$ cat src/rtl/spi_rdy_pkg.sv
package spi_rdy_pkg;

  typedef enum logic [2:0] {
    ST_IDLE,
    ST_LEAD,
    ST_SHIFT,
    ST_LAG,
    ST_GAP,
    ST_WAIT
  } spi_rdy_state_e;

  // interval lengths in SCLK half periods
  localparam int LEAD_HALVES = 6;
  localparam int LAG_HALVES  = 4;
  localparam int GAP_HALVES  = 2;

endpackage

$ cat src/rtl/spi_rdy_sync.sv
module spi_rdy_sync #(
  parameter int STAGES = 2
) (
  input  logic clk,
  input  logic rst_n,
  input  logic d,
  output logic q
);
  logic [STAGES-1:0] chain;

  always_ff @(posedge clk or negedge rst_n) begin
    if (!rst_n) chain <= '0;
    else        chain <= {chain[STAGES-2:0], d};
  end

  assign q = chain[STAGES-1];
endmodule

$ cat src/rtl/spi_rdy_halfclk.sv
module spi_rdy_halfclk #(
  parameter int DIVW = 8
) (
  input  logic            clk,
  input  logic            rst_n,
  input  logic            en,
  input  logic [DIVW-1:0] div,
  output logic            half_tick
);
  logic [DIVW-1:0] cnt;

  always_ff @(posedge clk or negedge rst_n) begin
    if (!rst_n)          cnt <= '0;
    else if (!en)        cnt <= '0;
    else if (cnt == div) cnt <= '0;
    else                 cnt <= cnt + 1'b1;
  end

  assign half_tick = en && (cnt == div);
endmodule

$ cat src/rtl/spi_rdy_shift.sv
module spi_rdy_shift #(
  parameter int MAXB = 32,
  parameter int NBW  = 6
) (
  input  logic            clk,
  input  logic            rst_n,
  input  logic            load,
  input  logic [MAXB-1:0] tx_word,
  input  logic [NBW-1:0]  nbits,
  input  logic            rise,
  input  logic            fall,
  input  logic            capture,
  input  logic            miso,
  output logic            mosi,
  output logic [MAXB-1:0] rx_word
);
  logic [MAXB-1:0] tx_sh;
  logic [MAXB-1:0] rx_sh;
  logic [NBW-1:0]  pad;

  assign pad = NBW'(MAXB) - nbits;

  always_ff @(posedge clk or negedge rst_n) begin
    if (!rst_n) begin
      tx_sh <= '0;
      rx_sh <= '0;
      mosi  <= 1'b0;
    end else if (load) begin
      tx_sh <= tx_word << pad;
      rx_sh <= '0;
    end else begin
      if (rise) begin
        mosi  <= tx_sh[MAXB-1];
        tx_sh <= {tx_sh[MAXB-2:0], 1'b0};
      end
      if (fall) rx_sh <= {rx_sh[MAXB-2:0], miso};
    end
  end

  always_ff @(posedge clk or negedge rst_n) begin
    if (!rst_n)       rx_word <= '0;
    else if (capture) rx_word <= rx_sh;
  end
endmodule

$ cat src/rtl/spi_rdy_seq.sv
module spi_rdy_seq
  import spi_rdy_pkg::*;
#(
  parameter int DIVW  = 8,
  parameter int WAITW = 8,
  parameter int NBW   = 6
) (
  input  logic             clk,
  input  logic             rst_n,
  input  logic             rdy_s,
  input  logic             slow_tick,
  input  logic             half_tick,
  input  logic             tx_valid,
  input  logic [DIVW-1:0]  div_in,
  input  logic [NBW-1:0]   nbits_in,
  input  logic [WAITW-1:0] wait_in,
  input  logic             src_in,
  output logic             tx_ready,
  output logic             load,
  output logic             rise,
  output logic             fall,
  output logic             capture,
  output logic             clk_en,
  output logic [DIVW-1:0]  div_q,
  output logic             ss_n,
  output logic             sclk,
  output logic             done
);
  localparam int HW = NBW + 1;

  spi_rdy_state_e   st;
  logic [HW-1:0]    hcnt;
  logic [WAITW:0]   wcnt;
  logic [NBW-1:0]   nb_q;
  logic [WAITW-1:0] w_q;
  logic             src_q;
  logic [WAITW:0]   wait_target;
  logic             wait_evt;
  logic             last_half;
  logic             lead_end, lag_end, gap_end;

  assign tx_ready    = (st == ST_IDLE) && rdy_s;
  assign load        = tx_ready && tx_valid;
  assign clk_en      = (st != ST_IDLE);
  assign wait_target = src_q ? {1'b0, w_q} : {w_q, 1'b0};
  assign wait_evt    = src_q ? slow_tick : half_tick;
  assign last_half   = (hcnt == ({nb_q, 1'b0} - HW'(2)));
  assign lead_end    = (hcnt == HW'(LEAD_HALVES - 1));
  assign lag_end     = (hcnt == HW'(LAG_HALVES - 1));
  assign gap_end     = (hcnt == HW'(GAP_HALVES - 1));
  assign rise        = half_tick && (((st == ST_LEAD) && lead_end) ||
                                     ((st == ST_SHIFT) && !sclk));
  assign fall        = half_tick && (st == ST_SHIFT) && sclk;
  assign capture     = half_tick && (st == ST_LAG) && lag_end;

  always_ff @(posedge clk or negedge rst_n) begin
    if (!rst_n) begin
      st    <= ST_IDLE;
      hcnt  <= '0;
      wcnt  <= '0;
      nb_q  <= '0;
      w_q   <= '0;
      src_q <= 1'b0;
      div_q <= '0;
      ss_n  <= 1'b1;
      sclk  <= 1'b0;
      done  <= 1'b0;
    end else begin
      done <= 1'b0;
      unique case (st)
        ST_IDLE: begin
          if (load) begin
            st    <= ST_LEAD;
            ss_n  <= 1'b0;
            hcnt  <= '0;
            nb_q  <= nbits_in;
            w_q   <= wait_in;
            src_q <= src_in;
            div_q <= div_in;
          end
        end
        ST_LEAD: begin
          if (half_tick) begin
            if (lead_end) begin
              st   <= ST_SHIFT;
              sclk <= 1'b1;
              hcnt <= '0;
            end else begin
              hcnt <= hcnt + 1'b1;
            end
          end
        end
        ST_SHIFT: begin
          if (half_tick) begin
            sclk <= ~sclk;
            if (last_half) begin
              st   <= ST_LAG;
              hcnt <= '0;
            end else begin
              hcnt <= hcnt + 1'b1;
            end
          end
        end
        ST_LAG: begin
          if (half_tick) begin
            if (lag_end) begin
              st   <= ST_GAP;
              ss_n <= 1'b1;
              done <= 1'b1;
              hcnt <= '0;
            end else begin
              hcnt <= hcnt + 1'b1;
            end
          end
        end
        ST_GAP: begin
          if (half_tick) begin
            if (gap_end) begin
              wcnt <= '0;
              st   <= (wait_target == '0) ? ST_IDLE : ST_WAIT;
            end else begin
              hcnt <= hcnt + 1'b1;
            end
          end
        end
        ST_WAIT: begin
          if (wait_evt) begin
            if (wcnt == wait_target - 1'b1) st <= ST_IDLE;
            else                            wcnt <= wcnt + 1'b1;
          end
        end
        default: st <= ST_IDLE;
      endcase
    end
  end
endmodule

$ cat src/rtl/spi_rdy_master.sv
module spi_rdy_master #(
  parameter int MAXB        = 32,
  parameter int DIVW        = 8,
  parameter int WAITW       = 8,
  parameter int SYNC_STAGES = 2,
  parameter int BCW         = $clog2(MAXB)
) (
  input  logic             clk,
  input  logic             rst_n,
  input  logic             rdy_in,
  input  logic             slow_clk_in,
  input  logic [DIVW-1:0]  clk_div,
  input  logic [BCW-1:0]   bit_count,
  input  logic [WAITW-1:0] wait_count,
  input  logic             wait_on_slow,
  input  logic [MAXB-1:0]  tx_data,
  input  logic             tx_valid,
  output logic             tx_ready,
  input  logic             miso,
  output logic             ss_n,
  output logic             sclk,
  output logic             mosi,
  output logic [MAXB-1:0]  rx_data,
  output logic             done
);
  localparam int NBW = BCW + 1;

  logic            rdy_s;
  logic            slow_s;
  logic            slow_prev;
  logic            slow_tick;
  logic            half_tick;
  logic            clk_en;
  logic [DIVW-1:0] div_q;
  logic            load, rise, fall, capture;
  logic [NBW-1:0]  nbits;

  assign nbits = (bit_count == '0) ? NBW'(MAXB) : {1'b0, bit_count};

  spi_rdy_sync #(.STAGES(SYNC_STAGES)) u_rdy_sync (
    .clk(clk), .rst_n(rst_n), .d(rdy_in), .q(rdy_s)
  );

  spi_rdy_sync #(.STAGES(SYNC_STAGES)) u_slow_sync (
    .clk(clk), .rst_n(rst_n), .d(slow_clk_in), .q(slow_s)
  );

  always_ff @(posedge clk or negedge rst_n) begin
    if (!rst_n) slow_prev <= 1'b0;
    else        slow_prev <= slow_s;
  end
  assign slow_tick = slow_s && !slow_prev;

  spi_rdy_halfclk #(.DIVW(DIVW)) u_halfclk (
    .clk(clk), .rst_n(rst_n), .en(clk_en), .div(div_q), .half_tick(half_tick)
  );

  spi_rdy_seq #(.DIVW(DIVW), .WAITW(WAITW), .NBW(NBW)) u_seq (
    .clk(clk), .rst_n(rst_n), .rdy_s(rdy_s), .slow_tick(slow_tick),
    .half_tick(half_tick), .tx_valid(tx_valid), .div_in(clk_div),
    .nbits_in(nbits), .wait_in(wait_count), .src_in(wait_on_slow),
    .tx_ready(tx_ready), .load(load), .rise(rise), .fall(fall),
    .capture(capture), .clk_en(clk_en), .div_q(div_q), .ss_n(ss_n),
    .sclk(sclk), .done(done)
  );

  spi_rdy_shift #(.MAXB(MAXB), .NBW(NBW)) u_shift (
    .clk(clk), .rst_n(rst_n), .load(load), .tx_word(tx_data), .nbits(nbits),
    .rise(rise), .fall(fall), .capture(capture), .miso(miso), .mosi(mosi),
    .rx_word(rx_data)
  );
endmodule

$ cat config.mk
export PLATFORM = sky130hd
export DESIGN_NAME = spi_rdy_master
export DESIGN_NICKNAME = d
export VERILOG_FILES = /design/src/rtl/spi_rdy_pkg.sv /design/src/rtl/spi_rdy_sync.sv /design/src/rtl/spi_rdy_halfclk.sv /design/src/rtl/spi_rdy_shift.sv /design/src/rtl/spi_rdy_seq.sv /design/src/rtl/spi_rdy_master.sv
export SDC_FILE = /design/constraint.sdc
export NUM_CORES = 1
export LEC_CHECK = 0
export BUFFER_PORTS_ARGS = -buffer_cell sky130_fd_sc_hd__buf_2
export CORE_MARGIN = 3
export CORE_UTILIZATION = 59
export CTS_CLUSTER_SIZE = 20
export DETAILED_ROUTE_END_ITERATION = 7
export PLACE_DENSITY = 0.86
export SYNTH_ARGS = -nofsm -noshare
export SYNTH_HDL_FRONTEND = slang
export SYNTH_SLANG_ARGS = --single-unit
$ cat constraint.sdc
create_clock -name clk -period 3.2 [get_ports clk]
set_clock_uncertainty 0.1 [all_clocks]
set_input_delay 0.16 -clock clk [delete_from_list [all_inputs] [get_ports clk]]
set_output_delay 0.16 -clock clk [all_outputs]
set_load 0.01 [all_outputs]
==> results.md <==
- Status: finished clean
- P_leak: 5.00 nW
- Gr usage total: 0.298
- Int Pwr: 4.77 mW
- Combinational fraction of design power: 0.300
- Residual DRC count: 0
- Vias per cell: 6.20
- CP Class: flop to flop
- Reg power frac: 0.419
- Detailed placement HPWL: 14,800 um
- Pins Over Slew Limit: 0
- Main synth FF type: dfrtp_1
- Flop2flop setup slack: 230 ps
- Final Cycle Share: 0.929
- Crit Path Max Fanout: 9
- Fmax: 337 MHz
- Share of layout cells above drive strength 1: 0.164
- RSZ-0062 raised after global routing: no
- Mapped Nets: 1,100
- Post-synthesis sequential area ratio: 0.439
- Initial Util: 0.605
- Postcts setup bufs: 0
- CP endpoint: u_seq.wcnt[0]
- GR Overflow Total: 0
- Psw: 2.87 mW
- Clock Power Share: 0.280
- CP startpoint: u_seq.src_q
- Fin. Hold Viols: 0
- Avg Inst Size Synth: 8.56 um2
- Post-Syn Area: 8830 um2
- Port Buf Inserts: 96
- Vias in the first global route: 8,049
- Number of synthesized register bits: 155
- WL per Instance: 18.0 um
- Sw Share: 0.376
- Arrival @ worst endpoint: 3190 ps
- Routability Congestion: 0.973
- Total number of vias: 8,216
- Largest net degree at the start of global routing: 81
- Reg2reg path depth: 9
- Mapped Cells: 1,032
- DRT Wirelength: 23,900 um
- Core area: 14,600 um2
- Clock root buffer: clkbuf_16
- Antenna cell count: 0
- Top cell type's share of synthesized area: 0.436
- Setup_tns: 0 ps
- Drt first pass iters: 5
- Chip Width: 128 um
- Global-route wire length before repair: 39,500 um
- Clock sink count: 155
- Async S/R FF share, synth: 1.00
- I/O Pins: 97
- Launch point of the worst reg-to-reg path: u_seq.src_q
- CP required: 3420 ps
- Max_cap viols: 0
- Max clock buf depth: 2
- Post-synth EDFFs: 0
- Tightest Hold Check Type: input port to flop
- Finish-stage setup viols: 0
- Drt initial violations: 887
- Slew HR: 0.204
- Post-synthesis cell type count: 70
- Tmin final: 2970 ps
- Least-Margin Pin Slew: 1190 ps
- Row cnt: 44
- Warnings from Yosys: 0
- Top post-synthesis cells by area: dfrtp_1 44%, nand2_1 14%, mux2i_1 5.9%
- Die Ht: 128 um
- Area grow syn2layout: 17.6%
- Clk slew on worst S/H paths: 70 ps
- Dpl cell area: 9490 um2
- Critical Path End Type: flop
- Die Footprint: 16,500 um2
- CTS tree: yes
- Startpoint Class: flop
- Layout Nets: 1,197
- Skew-Pair Late Insertion Delay: 440 ps
- Cell accounting for the most synthesized area: dfrtp_1
- # H-tree levels: 4
- Final instance area: 10,400 um2
- Total CTS buffers: 17
- Initial antenna violation count: 0
- Power Density: 736 nW/um2
- Worst r2r dst: u_seq.wcnt[0]
- Antenna viol nets, final: 0
- Maximum vdd drop: 0.389 mV
==> power by group through the flow <==
stage               Combinational [mW]  Sequential, mW  Clock (mW)
floorplan                         1.83            2.93           0
global placement                  2.04            3.14           0
detailed placement                2.13            3.17           0
CTS                               2.21            3.15        2.14
global route                      2.53            3.27        2.25
finish                            2.29            3.21        2.14
==> per-layer routing <==
metal | GRT usage | vias up | part of all wire
met5 | 0 | - | 0
met3 | 0.0594 | 122 | 0.065
met4 | 0.177 | 0 | 0.057
met1 | 0.365 | 3888 | 0.38
li1 | - | 3753 | -
met2 | 0.491 | 453 | 0.49
==> sequential cells by signal, summed over array words and instances, names as in the netlist <==
| name | count |
|---|---|
| u_shift.rx_word | 32 |
| u_seq.w_q | 8 |
| u_seq.st | 3 |
| u_slow_sync.chain | 2 |
| u_rdy_sync.chain | 2 |
| u_shift.rx_sh | 32 |
| u_seq.done | 1 |
| u_seq.nb_q | 6 |
| u_seq.src_q | 1 |
| u_seq.div_q | 8 |
| u_seq.wcnt | 9 |
| slow_prev | 1 |
| u_seq.sclk | 1 |
| u_seq.ss_n | 1 |
| u_shift.mosi | 1 |
| u_halfclk.cnt | 8 |
| u_shift.tx_sh | 32 |
| u_seq.hcnt | 7 |
==> worst min path at each step <==
stage	startpoint	end	cells past startpoint
after CTS	tx_valid	u_shift.tx_sh[8]	4
after global placement	rst_n	u_shift.rx_sh[3]	1
after floorplan	rst_n	slow_prev	0
final	tx_valid	u_shift.tx_sh[8]	4
after detailed placement	rst_n	u_seq.done	1
after global routing	tx_valid	u_shift.tx_sh[8]	4
==> synth_stat cells, types with 6 or more instances <==
cell type,instances
and3_1,9
nand3_1,21
a221oi_1,6
mux2i_1,52
ha_1,8
mux4_2,11
o21ai_0,44
mux2_2,6
xor2_1,11
or3_1,6
a21oi_1,59
nand2_1,337
clkbuf_1,52
buf_2,9
dfrtp_1,154
xnor2_1,28
nand2b_1,8
a31oi_1,20
inv_1,15
o22ai_1,10
nor2_1,56
nor3_1,14
==> area by class of cell <==
cell class                 count  area (um2)
timing repair buffer         144         952
inverter                      15        56.3
multi-input combinational    796        4640
clock inverter                14         195
fill                        1008        4200
clock buffer                  18         429
tap                          184         230
sequential                   155        3880
==> worst max-delay path, cell delays in order, from the launching register on <==
cell     delay [ps]
dfrtp_1         520
mux2i_1         290
ha_1            250
xnor2_1         150
xnor2_1         110
nor4_2          340
nand3_1         190
or4_4           480
nand3_2         110
mux2_1          330
==> metrics by stage <==
stage | utilization | worst slack (ps) | std cells | power (mW) | hold slack [ps]
after global placement | 0.651 | 451 | 1267 | 5.17 | 150
after detailed placement | 0.651 | 343 | 1267 | 5.30 | 151
after floorplan | - | 304 | 1032 | 4.76 | -236
after global routing | 0.712 | 84.8 | 1326 | 8.05 | 141
final | 0.712 | 228 | 1326 | 7.64 | 123
after CTS | 0.712 | 307 | 1326 | 7.50 | 94.6
==> cell families (layout without fill, tap and decap cells) <==
kind of cell    count (synthesis)  in the layout  share of synthesized area
compound gates                189            189                      0.134
xor+xnor                       41             41                     0.0424
fa+ha+maj                       8              8                     0.0113
buf+inv                        81            191                     0.0392
flops                         155            155                      0.439
mux                            71             71                     0.0972
simple gates                  487            487                      0.237
==> placed cells by master, fill, tap and decap left out, types with 5 or more instances in the layout <==
cell	instances
nand2_1	337
dfrtp_1	154
buf_2	95
a21oi_1	59
nor2_1	56
mux2i_1	52
o21ai_0	44
xnor2_1	27
dlygate4sd3_1	27
a31oi_1	20
nand3_1	20
buf_4	18
clkbuf_16	17
inv_1	15
nor3_1	14
mux4_2	11
o22ai_1	10
xor2_1	10
and3_1	8
nand2b_1	8
ha_1	7
a221oi_1	6
or3_1	6
mux2_2	6
inv_8	6
o21a_1	5
nor3b_1	5
o31ai_1	5
nand4_1	5
or4_1	5
==> timing repair <==
action / CTS / global route
gates resized for setup: 0 / 0
endpoints found under the hold margin: 103 / 0
hold buffers: 27 / 0
No activity file was read; power rests on OpenSTA's default activity.
